### src/rtl/tlk_pkg.sv
package tlk_pkg;
  // Count set bits of v strictly below position idx.
  function automatic int ones_below(input logic [31:0] v, input int idx);
    int c;
    c = 0;
    for (int k = 0; k < 32; k++) begin
      if (k < idx && v[k]) c++;
    end
    return c;
  endfunction
endpackage

### src/rtl/ticket_dispenser.sv
module ticket_dispenser #(
  parameter int N_REQ = 4,
  parameter int TKT_W = 3
) (
  input  logic                          clk,
  input  logic                          rst_n,
  input  logic [N_REQ-1:0]              take_i,
  output logic [N_REQ-1:0][TKT_W-1:0]   tkt_o
);
  import tlk_pkg::*;

  logic [TKT_W-1:0] next_q;

  // Each taker gets next + (number of lower-index takers): index order.
  always_comb begin
    for (int i = 0; i < N_REQ; i++) begin
      tkt_o[i] = next_q + TKT_W'(ones_below(32'(take_i), i));
    end
  end

  always_ff @(posedge clk) begin
    if (!rst_n) next_q <= '0;
    else        next_q <= next_q + TKT_W'($countones(take_i));
  end
endmodule

### src/rtl/holder_slot.sv
module holder_slot #(
  parameter int TKT_W = 3
) (
  input  logic             clk,
  input  logic             rst_n,
  input  logic             take_i,
  input  logic [TKT_W-1:0] tkt_in_i,
  input  logic             drop_i,
  input  logic [TKT_W-1:0] serving_i,
  output logic             pending_o,
  output logic             grant_o
);
  logic             pend_q;
  logic [TKT_W-1:0] tkt_q;

  always_ff @(posedge clk) begin
    if (!rst_n) begin
      pend_q <= 1'b0;
      tkt_q  <= '0;
    end else if (drop_i) begin
      pend_q <= 1'b0;
    end else if (take_i) begin
      pend_q <= 1'b1;
      tkt_q  <= tkt_in_i;
    end
  end

  assign pending_o = pend_q;
  assign grant_o   = pend_q && (tkt_q == serving_i);
endmodule

### src/rtl/serve_counter.sv
module serve_counter #(
  parameter int N_REQ = 4,
  parameter int TKT_W = 3
) (
  input  logic             clk,
  input  logic             rst_n,
  input  logic [N_REQ-1:0] rel_i,
  input  logic [N_REQ-1:0] grant_i,
  output logic [TKT_W-1:0] serving_o,
  output logic             err_o
);
  logic [TKT_W-1:0] serving_q;
  logic             err_q;
  logic             advance;
  logic             stray;

  assign advance = |(rel_i & grant_i);
  assign stray   = |(rel_i & ~grant_i);

  always_ff @(posedge clk) begin
    if (!rst_n) begin
      serving_q <= '0;
      err_q     <= 1'b0;
    end else begin
      if (advance) serving_q <= serving_q + TKT_W'(1);
      err_q <= stray;
    end
  end

  assign serving_o = serving_q;
  assign err_o     = err_q;
endmodule

### src/rtl/ticket_lock_unit.sv
module ticket_lock_unit #(
  parameter int N_REQ = 4,
  parameter int TKT_W = 3
) (
  input  logic             clk,
  input  logic             rst_n,
  input  logic [N_REQ-1:0] acq_i,
  input  logic [N_REQ-1:0] rel_i,
  output logic [N_REQ-1:0] grant_o,
  output logic             rel_err_o
);
  logic [N_REQ-1:0]            pending;
  logic [N_REQ-1:0]            take;
  logic [N_REQ-1:0]            drop;
  logic [N_REQ-1:0][TKT_W-1:0] tkt_all;
  logic [TKT_W-1:0]            serving;

  assign take = acq_i & ~pending;
  assign drop = rel_i & grant_o;

  ticket_dispenser #(.N_REQ(N_REQ), .TKT_W(TKT_W)) u_disp (
    .clk    (clk),
    .rst_n  (rst_n),
    .take_i (take),
    .tkt_o  (tkt_all)
  );

  for (genvar g = 0; g < N_REQ; g++) begin : g_slot
    holder_slot #(.TKT_W(TKT_W)) u_slot (
      .clk       (clk),
      .rst_n     (rst_n),
      .take_i    (take[g]),
      .tkt_in_i  (tkt_all[g]),
      .drop_i    (drop[g]),
      .serving_i (serving),
      .pending_o (pending[g]),
      .grant_o   (grant_o[g])
    );
  end

  serve_counter #(.N_REQ(N_REQ), .TKT_W(TKT_W)) u_serve (
    .clk       (clk),
    .rst_n     (rst_n),
    .rel_i     (rel_i),
    .grant_i   (grant_o),
    .serving_o (serving),
    .err_o     (rel_err_o)
  );
endmodule

### config.mk
export PLATFORM = sky130hd
export DESIGN_NAME = ticket_lock_unit
export DESIGN_NICKNAME = d
export VERILOG_FILES = /design/src/rtl/tlk_pkg.sv /design/src/rtl/ticket_dispenser.sv /design/src/rtl/holder_slot.sv /design/src/rtl/serve_counter.sv /design/src/rtl/ticket_lock_unit.sv
export SDC_FILE = /design/constraint.sdc
export NUM_CORES = 1
export LEC_CHECK = 0
export ABC_AREA = 1
export CAP_MARGIN = 20
export CORE_UTILIZATION = 25
export DETAILED_ROUTE_END_ITERATION = 16
export SYNTH_ARGS = -nofsm -noshare
export SYNTH_HDL_FRONTEND = slang
export SYNTH_HIERARCHICAL = 1
export SYNTH_SLANG_ARGS = --single-unit
### constraint.sdc
create_clock -name clk -period 2.27 [get_ports clk]
set_input_delay 0.227 -clock clk [delete_from_list [all_inputs] [get_ports clk]]
set_output_delay 0.227 -clock clk [all_outputs]
set_load 0.02 [all_outputs]
* Yosys cells after proc, flatten, opt, wreduce, memory -nomap -nowiden
Cells that the tools add are included.
** Storage, ports and cells
- Input bits :: 10
- Output and inout bits :: 5
- Register bits :: 23
** Operators by class
- Equal/unequal tests :: 4
- Bitwise gates (word level) :: 10
- Add/subtract/negate cells :: 10
- Reductions and logical operators :: 14
- Multiplexer cells :: 3
** Operators with widths (number)
- 3-bit adder :: 5
- 4-bit AND :: 3
- 3-bit == test :: 4
- 4-bit NOT :: 2
- 2-bit AND reduction :: 4
- 2-bit OR reduction :: 4
- 4-bit OR reduction :: 2
- 3-bit two-way mux :: 2
- 1-bit NOT :: 5
- 1-bit by 1-bit adder with 2-bit output :: 2
- 1-bit logical AND :: 4
- 3-bit by 1-bit adder with 3-bit output, second input constant :: 1
- 3-bit by 2-bit adder with 3-bit output, second input constant :: 1
- 1-bit by 1-bit adder with 2-bit output, second input constant :: 1
- 1-bit two-way mux :: 1

* Logic depth before layout (Yosys ltp)
- Depth after elaboration :: 8
- Depth in mapped cells :: 16
- Mapped depth without buffers :: 16

* Hierarchy
The synthesis kept the hierarchy.
** By module, submodules not included
- holder_slot :: times used 4, cells each 35, area each 206.4 sq um
- ticket_dispenser :: times used 1, cells each 47, area each 397.9 sq um
- serve_counter :: times used 1, cells each 38, area each 240.2 sq um
- ticket_lock_unit :: times used 1, cells each 16, area each 70.1 sq um

* Worst setup path after synthesis
Ideal clock, no wire load.
- Kind :: register -> register
- From :: register g_slot[0].u_slot.pend_q
- To :: register g_slot[3].u_slot.tkt_q[2]
- Path slack :: 0.031 ns
- Path buffers :: 0
- Stages on the path, launching flop included :: 16
- Required time :: 2.154 ns
- Arrival :: 2.123 ns
- Cells stage by stage :: dfxtp_1 > nor2_2 > inv_1 > ha_1 > xor2_1 > ha_1 > inv_1 > fa_1 > inv_1 > nand2_2 > nand2_1 > nand2_1 > nand2_1 > inv_1 > o21ai_0 > nor2_1
** RTL lines
- start, declared :: RTL line holder_slot.sv:13 : logic pend_q;
- start signal, assigned :: RTL line holder_slot.sv:18 : pend_q <= 1'b0;
- start signal, assigned :: RTL line holder_slot.sv:21 : pend_q <= 1'b0;
- start signal, assigned :: RTL line holder_slot.sv:23 : pend_q <= 1'b1;
- end signal, assigned :: RTL line holder_slot.sv:24 : tkt_q <= tkt_in_i;
- end, declared :: RTL line holder_slot.sv:14 : logic [TKT_W-1:0] tkt_q;

* Worst setup path after layout
- From :: input port acq_i[1]
- To :: register u_disp.next_q[1]
** On the way
- Word-level cells in the longest chain between the ends :: 4
** RTL lines
- start, declared :: RTL line ticket_lock_unit.sv:7 : input logic [N_REQ-1:0] acq_i,
- 4-bit AND :: RTL line ticket_lock_unit.sv:18 : assign take = acq_i & ~pending;
- named net take[1] :: RTL line ticket_lock_unit.sv:13 : logic [N_REQ-1:0] take;
- 1-bit by 1-bit adder with 2-bit output (not written as such) :: RTL line ticket_dispenser.sv:23 : else next_q <= next_q + TKT_W'($countones(take_i));
- 3-bit adder (not written as such) :: RTL line ticket_dispenser.sv:23
- 3-bit adder :: RTL line ticket_dispenser.sv:23
- end signal, assigned :: RTL line ticket_dispenser.sv:23
- end, declared :: RTL line ticket_dispenser.sv:12 : logic [TKT_W-1:0] next_q;
The timed path passes the listed nets, and every way through them passes these cells.
A chain may end at the register's enable or synchronous reset.

==> impl_metrics.json <==
{
  "status": "complete, no violations",
  "crit_buf_inv": 4,
  "p_int_uw": 978,
  "cp_slowest_cell": "clkdlybuf4s50_1",
  "cp_data_arrival_time_ns": 2.38,
  "yosysUniqueCellTypes": 18,
  "dieArea_um2": 6450,
  "p_leak_uw": 0.000948,
  "period_minus_slack_ns": 2.18,
  "seq_power_share": 0.389,
  "synth_top_area_frac": 0.300,
  "maxCapViolCount": 0,
  "worstHoldStart": "g_slot[0].u_slot/tkt_q[2]",
  "skew_ns": 0.00542,
  "final.period_utilization": 0.959,
  "holdPathStages": 2,
  "cts-htree-levels": 1,
  "min_path_type": "reg2reg",
  "r2r_end": "u_disp/next_q[1]",
  "grt_pass1_wl_um": 5010,
  "initial_core_util": 0.259,
  "r2r_start": "g_slot[0].u_slot/pending_o",
  "cp_max_fo": 4,
  "vias": 1340,
  "clk-insertion-delay-late_ns": 0.26,
  "drt-initial-drc-count": 65,
  "cts_root_buf": "clkbuf_8",
  "pwr-share-clk": 0.152,
  "track_usage": 0.102,
  "ys_ff_latch": 23,
  "place.gp.congestion": 0.732,
  "crit_path_start_kind": "input pin",
  "die_h_um": 80.3,
  "rsz0062_at_grt": "true",
  "cp_top_family": "adder cells",
  "synth_cells": 241,
  "diodes": 0,
  "path_cells": "clkdlybuf4s50_1, inv_1, nor2_2, buf_4, fa_1, fa_1, inv_1, fa_1, nor2_1",
  "power_frac_comb": 0.459,
  "overflow": 0,
  "post-route-drc-count": 0,
  "cts_sinks": 23,
  "cts.clk_slew.worst_paths_ns": 0.08,
  "layout_setup_ws_ns": 0.0940,
  "num_rows": 28,
  "fin_area_um2": 1890,
  "synth_warnings": 6,
  "io_buffers": 14,
  "area_delta_synth_final_pct": 23.3,
  "dp_slack_ns": -0.323,
  "synth_common_cells": "62 x inv_1, 48 x nand2_1, 42 x nor2_1, 23 x dfxtp_1, 18 x o21ai_0",
  "ys.flop_type": "dfxtp_1",
  "cts_tree": "built",
  "pin_count": 15,
  "whs_ns": 0.505,
  "vias_per_cell": 3.94,
  "slew_viol_final": 0,
  "antenna_found_initial": 0,
  "fin_nets": 288,
  "synth_area_um2": 1530,
  "antenna_left": 0,
  "slew_headroom": 0.534,
  "layoutNonFillerInstCount": 340,
  "fmax_mhz": 460,
  "grt_pass1_vias": 1207,
  "critical_path_depth": 9,
  "r2r_slack_ns": 0.15,
  "hold_viol": 0,
  "die_x_um": 80.3,
  "cts_buffers": 3,
  "finalSetupViolCount": 0,
  "routedWlPerCell_um": 8.66,
  "p_switching_uw": 703,
  "async_reset_ff_frac": 0,
  "firstDrtPassIters": 4,
  "switching_share": 0.418,
  "ys_seq_area_frac": 0.300,
  "grt_max_degree": 22,
  "post-dp-hpwl_um": 2370,
  "cp.required_ns": 2.47,
  "wirelength_um": 2950,
  "critPathMaxStageDelay_ns": 0.45,
  "crit_path_frequent_cell": "fa_1",
  "synthTopCellsByArea": "dfxtp_1 30%, inv_1 15%, nand2_1 12%, nor2_1 10%, fa_1 6.5%",
  "pwr_density_cell_nw_per_um2": 888,
  "yosysTopAreaCell": "dfxtp_1",
  "reg2regPathDepth": 7,
  "dp_cells": 336,
  "syn_nets": 263,
  "worstSetupPathType": "in2reg",
  "core-area_um2": 5920,
  "yosysMostFrequentCell": "inv_1",
  "cts_max_path_buffers": 2,
  "endpoint_kind": "flop",
  "synth_edf_count": 0,
  "drive_above_1_share": 0.155,
  "max-vdd-ir-drop_mv": 0.274,
  "worstMarginPinSlew_ns": 0.697,
  "place_area_um2": 1810,
  "syn_avg_cell_area_um2": 6.37,
  "hold_end": "g_slot[0].u_slot/tkt_q[2]"
}
worst max path at each step:
stage                                          start                   endpoint
after floorplan           g_slot[0].u_slot/pending_o  g_slot[3].u_slot/tkt_q[2]
after global placement                      acq_i[0]  g_slot[3].u_slot/tkt_q[2]
after detailed placement                    acq_i[0]  g_slot[3].u_slot/tkt_q[2]
after CTS                       u_serve/serving_o[0]                 grant_o[1]
after global routing                        acq_i[1]  g_slot[3].u_slot/tkt_q[2]
final                                       acq_i[1]           u_disp/next_q[1]
cells by family after synthesis:
logic type               share of synthesized area
AND/OR/NAND/NOR                              0.299
buffers and inverters                        0.174
AO/OA/AOI/OAI                               0.0759
flip-flops                                   0.300
adder cells (fa/ha/maj)                      0.122
XOR/XNOR                                    0.0285
tightest hold or removal path, cell delays in order, from the launching register on:
cell	delay (ns)
dfxtp_1	0.32
nor2_1	0.10
nor2_1	0.05
stage by stage:
step                      power, µW  setup TNS [ns]   util
final                          1680               0  0.320
after global routing           1870         -0.0400  0.320
after CTS                      1700               0  0.317
after detailed placement       1420          -0.916  0.306
after global placement         1390          -0.776  0.306
after floorplan                1200               0      -
sequential cells by signal (all words and copies together), names as in the netlist:
register,cells
u_serve/serving_o,3
u_disp/next_q,3
u_serve/err_o,1
g_slot.u_slot/pending_o,4
g_slot.u_slot/tkt_q,12
cell type report:
type,instances,area [µm²]
fill,650,4030
multi-input combinational,149,841
sequential,23,464
inverter,68,255
timing repair buffer,21,193
tap,75,93.8
clock buffer,4,45.0
power by group through the flow:
stage / registers, µW / clock network (µW) / logic, µW
finish: 654 / 255 / 771
global route: 681 / 285 / 905
CTS: 653 / 272 / 772
detailed placement: 662 / 0 / 758
global placement: 657 / 0 / 737
floorplan: 606 / 0 / 598
what timing repair did:
action / CTS / global route
pin swaps: 3 / 3
hold buffers: 0 / 0
setup endpoints to repair: 1 / 5
gates resized for setup: 5 / 8
setup buffers: 0 / 0
layout by cell type, fill, tap and decap left out:
cell,count
inv_1,59
nand2_1,48
nor2_1,42
dfxtp_1,20
o21ai_0,17
clkdlybuf4s50_1,14
inv_2,9
nand2_2,8
buf_4,7
nand3_1,5
ha_1,5
a21oi_1,4
fa_1,4
nor2_2,3
clkbuf_8,3
xor2_1,3
dfxtp_2,3
nor2_4,2
clkbuf_1,1
o21ai_2,1
xnor2_1,1
xor2_2,1
nand3_2,1
fa_2,1
ha_2,1
ha_4,1
o22ai_1,1
layer usage:
metal | wire length [µm] | vias to the layer above | track usage
met4 | 50 | 0 | 0.0482
met2 | 1450 | 15 | 0.190
met3 | 75 | 4 | 0.0170
met5 | 0 | - | 0
met1 | 1370 | 579 | 0.112
li1 | - | 742 | -
Power figures use the tool's default switching activity.
